<file path="config.mk">
export PLATFORM = sky130hd
export DESIGN_NAME = sio_cfg_top
export DESIGN_NICKNAME = d
export VERILOG_FILES = /design/src/rtl/sio_cfg_pkg.sv /design/src/rtl/sio_port_decode.sv /design/src/rtl/sio_reg_file.sv /design/src/rtl/sio_dev_decode.sv /design/src/rtl/sio_cfg_top.sv
export SDC_FILE = /design/constraint.sdc
export NUM_CORES = 2
export LEC_CHECK = 0
export BUFFER_PORTS_ARGS = -buffer_cell sky130_fd_sc_hd__buf_4
export CORE_MARGIN = 4
export CORE_UTILIZATION = 31
export DETAILED_ROUTE_END_ITERATION = 16
export HOLD_SLACK_MARGIN = 0.15
export PLACE_DENSITY = 0.54
export SYNTH_ARGS = -nofsm -noshare
export SYNTH_HDL_FRONTEND = slang
export SYNTH_HIERARCHICAL = 1
export SYNTH_SLANG_ARGS = --single-unit
</file>
<file path="constraint.sdc">
create_clock -name clk -period 3.6 [get_ports clk]
set_clock_uncertainty 0.2 [all_clocks]
set_input_delay 0.36 -clock clk [delete_from_list [all_inputs] [get_ports clk]]
set_output_delay 0.36 -clock clk [all_outputs]
set_load 0.02 [all_outputs]
</file>
<file path="src/rtl/sio_cfg_pkg.sv">
package sio_cfg_pkg;

   localparam int REG_W = 8;

   // decoded register indices
   localparam logic [7:0] IDX_INDEX = 8'h00;
   localparam logic [7:0] IDX_ID    = 8'hE0;
   localparam logic [7:0] IDX_DEVEN = 8'hE2;
   localparam logic [7:0] IDX_FDC   = 8'hE3;
   localparam logic [7:0] IDX_PAR   = 8'hE6;
   localparam logic [7:0] IDX_SER0  = 8'hE7;

   localparam logic [7:0] ID_VALUE  = 8'h3C;

   // register image loaded by reset
   function automatic logic [7:0] reset_value(input logic [7:0] idx);
      case (idx)
         IDX_ID:        return ID_VALUE;
         IDX_DEVEN:     return 8'h0F;
         IDX_FDC:       return 8'hFC;
         IDX_PAR:       return 8'hDE;
         IDX_SER0:      return 8'hFE;
         IDX_SER0 + 1:  return 8'hBE;
         default:       return 8'h00;
      endcase
   endfunction

   // true when a data-port write to idx has a decoded meaning
   function automatic logic is_decoded(input logic [7:0] idx, input int nser);
      logic ser_hit;
      ser_hit = (32'(idx) >= 32'(IDX_SER0)) && (32'(idx) < 32'(IDX_SER0) + 32'(nser));
      return (idx == IDX_INDEX) || (idx == IDX_ID) || (idx == IDX_DEVEN) ||
             (idx == IDX_FDC) || (idx == IDX_PAR) || ser_hit;
   endfunction

endpackage

</file>
<file path="src/rtl/sio_port_decode.sv">
module sio_port_decode #(
   parameter int          AW      = 16,
   parameter logic [15:0] IO_BASE = 16'h03F0
) (
   input  logic          bridge_en,
   input  logic [AW-1:0] io_addr,
   input  logic          io_wr,
   input  logic          io_rd,
   output logic          idx_wr,
   output logic          dat_wr,
   output logic          idx_rd,
   output logic          dat_rd
);

   localparam logic [AW-1:0] IDX_ADDR = AW'(IO_BASE);
   localparam logic [AW-1:0] DAT_ADDR = AW'(IO_BASE) + AW'(1);

   initial begin
      assert (AW >= 10) else $fatal(1, "address width too small");
      assert (IO_BASE[0] == 1'b0) else $fatal(1, "port pair must start on an even address");
   end

   logic hit_idx, hit_dat;

   always_comb begin
      hit_idx = bridge_en && (io_addr == IDX_ADDR);
      hit_dat = bridge_en && (io_addr == DAT_ADDR);
      idx_wr  = hit_idx && io_wr;
      dat_wr  = hit_dat && io_wr;
      idx_rd  = hit_idx && io_rd;
      dat_rd  = hit_dat && io_rd;
   end

endmodule

</file>
<file path="src/rtl/sio_reg_file.sv">
module sio_reg_file
   import sio_cfg_pkg::*;
#(
   parameter int DW      = 8,
   parameter int NUM_SER = 2
) (
   input  logic                  clk,
   input  logic                  rst_n,
   input  logic                  idx_wr,
   input  logic                  dat_wr,
   input  logic                  idx_rd,
   input  logic                  dat_rd,
   input  logic [DW-1:0]         wdata,
   output logic [DW-1:0]         rdata,
   output logic [DW-1:0]         index_q,
   output logic [DW-1:0]         deven_q,
   output logic [DW-1:0]         fdc_q,
   output logic [DW-1:0]         par_q,
   output logic [NUM_SER*DW-1:0] ser_q,
   output logic                  unimp_q
);

   localparam int DEPTH = 1 << DW;

   initial begin
      assert (DW == REG_W) else $fatal(1, "register width must be 8");
      assert (NUM_SER >= 1 && NUM_SER <= 2) else $fatal(1, "one or two serial ports");
   end

   logic [DW-1:0] mem [DEPTH];

   always_ff @(posedge clk or negedge rst_n) begin
      if (!rst_n) begin
         for (int k = 0; k < DEPTH; k++) mem[k] <= reset_value(8'(k));
      end else if (idx_wr) begin
         mem[0] <= wdata;
      end else if (dat_wr && (index_q != IDX_ID)) begin
         mem[index_q] <= wdata;
      end
   end

   always_ff @(posedge clk or negedge rst_n) begin
      if (!rst_n) unimp_q <= 1'b0;
      else        unimp_q <= dat_wr && !is_decoded(index_q, NUM_SER);
   end

   assign index_q = mem[0];
   assign deven_q = mem[IDX_DEVEN];
   assign fdc_q   = mem[IDX_FDC];
   assign par_q   = mem[IDX_PAR];

   for (genvar i = 0; i < NUM_SER; i++) begin : g_ser
      assign ser_q[i*DW +: DW] = mem[8'(IDX_SER0 + i)];
   end

   always_comb begin
      if (idx_rd)      rdata = mem[0];
      else if (dat_rd) rdata = mem[index_q];
      else             rdata = '0;
   end

   // index port write lands in the index
   p_idx_load_r2: assert property (@(posedge clk) disable iff (!rst_n)
      idx_wr |=> index_q == $past(wdata));

   // identification byte never changes
   p_id_hold_r8: assert property (@(posedge clk) disable iff (!rst_n)
      $stable(mem[IDX_ID]));

   // flag only follows a data-port write
   p_flag_cause_r7: assert property (@(posedge clk) disable iff (!rst_n)
      unimp_q |-> $past(dat_wr));

endmodule

</file>
<file path="src/rtl/sio_dev_decode.sv">
module sio_dev_decode #(
   parameter int DW      = 8,
   parameter int NUM_SER = 2,
   parameter int BASE_W  = 10
) (
   input  logic [DW-1:0]             deven_q,
   input  logic [DW-1:0]             fdc_q,
   input  logic [DW-1:0]             par_q,
   input  logic [NUM_SER*DW-1:0]     ser_q,
   output logic                      par_en,
   output logic                      fdc_en,
   output logic [NUM_SER-1:0]        ser_en,
   output logic [BASE_W-1:0]         par_base,
   output logic [BASE_W-1:0]         fdc_base,
   output logic [NUM_SER*BASE_W-1:0] ser_base
);

   localparam int SHIFT = BASE_W - DW;

   initial begin
      assert (SHIFT == 2) else $fatal(1, "bases are stored divided by four");
   end

   assign par_en   = (deven_q[1:0] != 2'b11);
   assign fdc_en   = deven_q[4];
   assign par_base = {par_q, {SHIFT{1'b0}}};
   assign fdc_base = {fdc_q, {SHIFT{1'b0}}};

   for (genvar i = 0; i < NUM_SER; i++) begin : g_ser
      assign ser_en[i]                   = deven_q[i+2];
      assign ser_base[i*BASE_W +: BASE_W] = {ser_q[i*DW +: DW], {SHIFT{1'b0}}};
   end

endmodule

</file>
<file path="src/rtl/sio_cfg_top.sv">
module sio_cfg_top
   import sio_cfg_pkg::*;
#(
   parameter int          AW      = 16,
   parameter logic [15:0] IO_BASE = 16'h03F0,
   parameter int          NUM_SER = 2,
   parameter int          BASE_W  = 10
) (
   input  logic                      clk,
   input  logic                      rst_n,
   input  logic                      bridge_en,
   input  logic [AW-1:0]             io_addr,
   input  logic                      io_wr,
   input  logic                      io_rd,
   input  logic [7:0]                io_wdata,
   output logic [7:0]                io_rdata,
   output logic                      par_en,
   output logic [NUM_SER-1:0]        ser_en,
   output logic                      fdc_en,
   output logic [BASE_W-1:0]         par_base,
   output logic [BASE_W-1:0]         fdc_base,
   output logic [NUM_SER*BASE_W-1:0] ser_base,
   output logic                      unimp_pulse
);

   localparam int DW = REG_W;

   logic          idx_wr, dat_wr, idx_rd, dat_rd;
   logic [DW-1:0] index_q, deven_q, fdc_q, par_q;
   logic [NUM_SER*DW-1:0] ser_q;

   sio_port_decode #(.AW(AW), .IO_BASE(IO_BASE)) u_dec (
      .bridge_en (bridge_en),
      .io_addr   (io_addr),
      .io_wr     (io_wr),
      .io_rd     (io_rd),
      .idx_wr    (idx_wr),
      .dat_wr    (dat_wr),
      .idx_rd    (idx_rd),
      .dat_rd    (dat_rd)
   );

   sio_reg_file #(.DW(DW), .NUM_SER(NUM_SER)) u_regs (
      .clk     (clk),
      .rst_n   (rst_n),
      .idx_wr  (idx_wr),
      .dat_wr  (dat_wr),
      .idx_rd  (idx_rd),
      .dat_rd  (dat_rd),
      .wdata   (io_wdata),
      .rdata   (io_rdata),
      .index_q (index_q),
      .deven_q (deven_q),
      .fdc_q   (fdc_q),
      .par_q   (par_q),
      .ser_q   (ser_q),
      .unimp_q (unimp_pulse)
   );

   sio_dev_decode #(.DW(DW), .NUM_SER(NUM_SER), .BASE_W(BASE_W)) u_devs (
      .deven_q  (deven_q),
      .fdc_q    (fdc_q),
      .par_q    (par_q),
      .ser_q    (ser_q),
      .par_en   (par_en),
      .fdc_en   (fdc_en),
      .ser_en   (ser_en),
      .par_base (par_base),
      .fdc_base (fdc_base),
      .ser_base (ser_base)
   );

   // a closed gate returns nothing
   p_gate_read_r6: assert property (@(posedge clk) disable iff (!rst_n)
      !bridge_en |-> io_rdata == '0);

   // a closed gate freezes state
   p_gate_write_r6: assert property (@(posedge clk) disable iff (!rst_n)
      !bridge_en |=> $stable(index_q) && $stable(fdc_base) && $stable(par_base));

   // foreign addresses read as zero
   p_foreign_r9: assert property (@(posedge clk) disable iff (!rst_n)
      (io_addr != AW'(IO_BASE) && io_addr != AW'(IO_BASE) + AW'(1)) |-> io_rdata == '0);

   // parallel enable follows the written two-bit code
   p_par_code_r4: assert property (@(posedge clk) disable iff (!rst_n)
      (dat_wr && index_q == IDX_DEVEN) |=> par_en == ($past(io_wdata[1:0]) != 2'b11));

   // floppy base is the written byte times four
   p_fdc_base_r5: assert property (@(posedge clk) disable iff (!rst_n)
      (dat_wr && index_q == IDX_FDC) |=> fdc_base == {$past(io_wdata), 2'b00});

endmodule

</file>
==> flow_metrics.tcl <==
set metrics [dict create \
    vdd_ir_drop_max_v 0.000466 \
    rows 202 \
    layout_setup_ws_ns -1.21 \
    root_buffer "clkbuf_16" \
    final_area_um2 116000 \
    relSlewSlack 0.257 \
    first_pass_iters 5 \
    start_kind "flop" \
    reg2reg_depth 10 \
    required_ns 3.04 \
    finalMaxSlewViolations 0 \
    swShare 0.225 \
    power_density_nw_per_um2 410 \
    path_clk_slew_ns 0.06 \
    vias 59300 \
    period_needed_ns 4.81 \
    ctsHtreeMaxLevel 4 \
    switchingPower_w 0.0107 \
    total_power_w 0.0476 \
    drc_errors 0 \
    clkSinkCount 2049 \
    period_share 1.34 \
    pwr-share-comb 0.024 \
    cpMaxStageDelayCell "or4_4" \
    die_h_um 559 \
    start_util 0.311 \
    post-route-util 0.384 \
    reg2reg_setup_slack_ns 0.05 \
    clock_power_share 0.493 \
    drive_above_1_share 0.532 \
    rsz0062_at_grt "yes" \
    syn-instance-count 6473 \
    dieArea_um2 313000 \
    yosys_warnings 6 \
    end_kind "output port" \
    r2r_end "u_regs/mem[1106]" \
    drt_wl_total_um 296000 \
    initialDrtViolationCount 4227 \
    antenna_found_initial 11 \
    max_stage_delay_ns 0.52 \
    grt_first_pass_wirelength_um 439000 \
    grt.overflow.total 0 \
    hp-class "reg -> reg" \
    clockBufferDepth 3 \
    dpl.hpwl_um 201000 \
    cp_max_fo 8 \
    leakage_nw 53.9 \
    first_global_vias 62300 \
    path_cells "buf_12 > buf_12 > buf_8 > mux2i_4 > o22ai_2 > nor4_2 > buf_4 > a31oi_4 > or3_1 > or4_4 > a32o_2 > buf_6" \
    timing.fmax_mhz 208 \
    crit_arrival_ns 4.25 \
    vias_per_cell 5.23 \
    p_seq_frac 0.484 \
    clk-insertion-delay-late_ns 0.90 \
    numCtsBuffers 223 \
    grt_util_all_layers 0.186 \
    cpMostUsedCell "buf_12" \
    drtAntennaViolNets 0 \
    ios 82 \
    gp_congestion 0.879 \
    worst_slew_pin_slew_ns 1.11 \
    core_area_um2 303000 \
    io_buffers 73 \
    dp.cells 10800 \
    critPathKind "reg -> out" \
    syn_area_per_cell_um2 14.5 \
    nets 7202 \
    reg2reg_from "u_regs/index_q[4]" \
    holdPathStages 0 \
    status "finished, violations left" \
    startpoint "u_regs/index_q[0]" \
    synth_area_um2 94200 \
    cts_tree "yes" \
    place_area_um2 106000 \
    instances_no_fill 11300 \
    failed_checks "setup timing" \
    p_int_w 0.0369 \
    die_w_um 559 \
    hold_viol 0 \
    crit_path_end "io_rdata[5]" \
    area_growth_pct 23.5 \
    grt_max_degree 140 \
    cap_violations 0 \
    setup_viol 8 \
    wl_per_cell_um 26.1 \
]
critical path: cells and delay by family, from the launching register on:
family / cells / cell delay, ns
and+or+nand+nor: 3 / 1.22
buffers and inverters: 5 / 0.76
AOI/OAI and AO/OA: 3 / 0.69
DFF: 1 / 0.50
muxes: 1 / 0.16
through the flow:
step / hold slack [ns] / setup slack, ns / setup TNS, ns
after floorplan: -0.136 / 0.468 / 0
after global placement: 0.153 / -1.29 / -30.61
after detailed placement: 0.136 / -1.20 / -38.30
after CTS: 0.165 / -1.36 / -9.78
after global routing: 0.171 / -1.27 / -9.55
final: 0.165 / -1.21 / -8.96
layer usage:
metal  vias to the layer above  wire (µm)  global-route usage
li1                      25400          -                   -
met4                         0       9040              0.0557
met2                      1442     136000               0.290
met1                     32100     137000               0.268
met3                       395      14200              0.0279
met5                         -          0                   0
flip-flops by register name, indices dropped and copies added, names as in the netlist:
register and cells:
u_regs/par_q 8, u_regs/unimp_q 1, u_regs/fdc_q 8, u_regs/deven_q 8, u_regs/mem 2000, u_regs/ser_q 16, u_regs/index_q 8
how the worst min path moves through the flow:
| stage | from | end | slack, ns |
|---|---|---|---|
| floorplan | rst_n | u_regs/deven_q[4] | -0.14 |
| global placement | rst_n | u_regs/mem[121] | 0.15 |
| detailed placement | rst_n | u_regs/mem[121] | 0.14 |
| CTS | u_regs/mem[252] | u_regs/mem[252] | 0.17 |
| global route | u_regs/mem[251] | u_regs/mem[251] | 0.17 |
| finish | u_regs/mem[252] | u_regs/mem[252] | 0.16 |
placed cells by master (no fill, tap or decap), types with 13 or more instances in the layout:
| cell | instances |
|---|---|
| a211oi_1 | 17 |
| a21oi_1 | 47 |
| a221oi_1 | 16 |
| a22o_1 | 18 |
| a22oi_1 | 81 |
| a22oi_2 | 19 |
| a31oi_1 | 16 |
| buf_12 | 244 |
| buf_16 | 14 |
| buf_4 | 692 |
| buf_6 | 33 |
| buf_8 | 20 |
| clkbuf_1 | 56 |
| clkbuf_16 | 229 |
| clkbuf_8 | 71 |
| clkinv_2 | 35 |
| dfrtp_1 | 2010 |
| dfstp_2 | 33 |
| dlygate4sd3_1 | 13 |
| mux2_2 | 1856 |
| mux2i_1 | 221 |
| mux4_2 | 404 |
| nand2_1 | 419 |
| nand2_2 | 61 |
| nand3_1 | 36 |
| nor2_1 | 73 |
| nor2_2 | 34 |
| nor2b_1 | 22 |
| o211ai_1 | 13 |
| o21ai_0 | 215 |
| o22ai_1 | 47 |
area by class of cell:
class,instances,area (µm²)
flip-flops and latches,2049,51300
clock inverters,60,800
well taps,3978,4980
clock buffers,352,6820
inverters,6,28.8
diodes,2,5.00
fillers,28200,186000
multi-input cells,3872,40900
repair buffers,1021,11400
power by group through the flow:
stage | registers (W) | logic (W) | clock network (W)
after floorplan | 0.0235 | 0.000282 | 0
after global placement | 0.0235 | 0.00111 | 0
after detailed placement | 0.0235 | 0.00114 | 0
after CTS | 0.0230 | 0.00116 | 0.0241
after global routing | 0.0230 | 0.00125 | 0.0250
final | 0.0230 | 0.00112 | 0.0235
repair_timing:
item / 4_1_cts / 5_1_grt
endpoints found under the hold margin: 2687 / 0
gates cloned: 5 / 4
setup buffers: 59 / 30
pin swaps: 45 / 46
hold buffers: 14 / 0
resized for setup: 188 / 105
endpoints found under the setup margin: 257 / 56
Power figures use the tool's default switching activity.
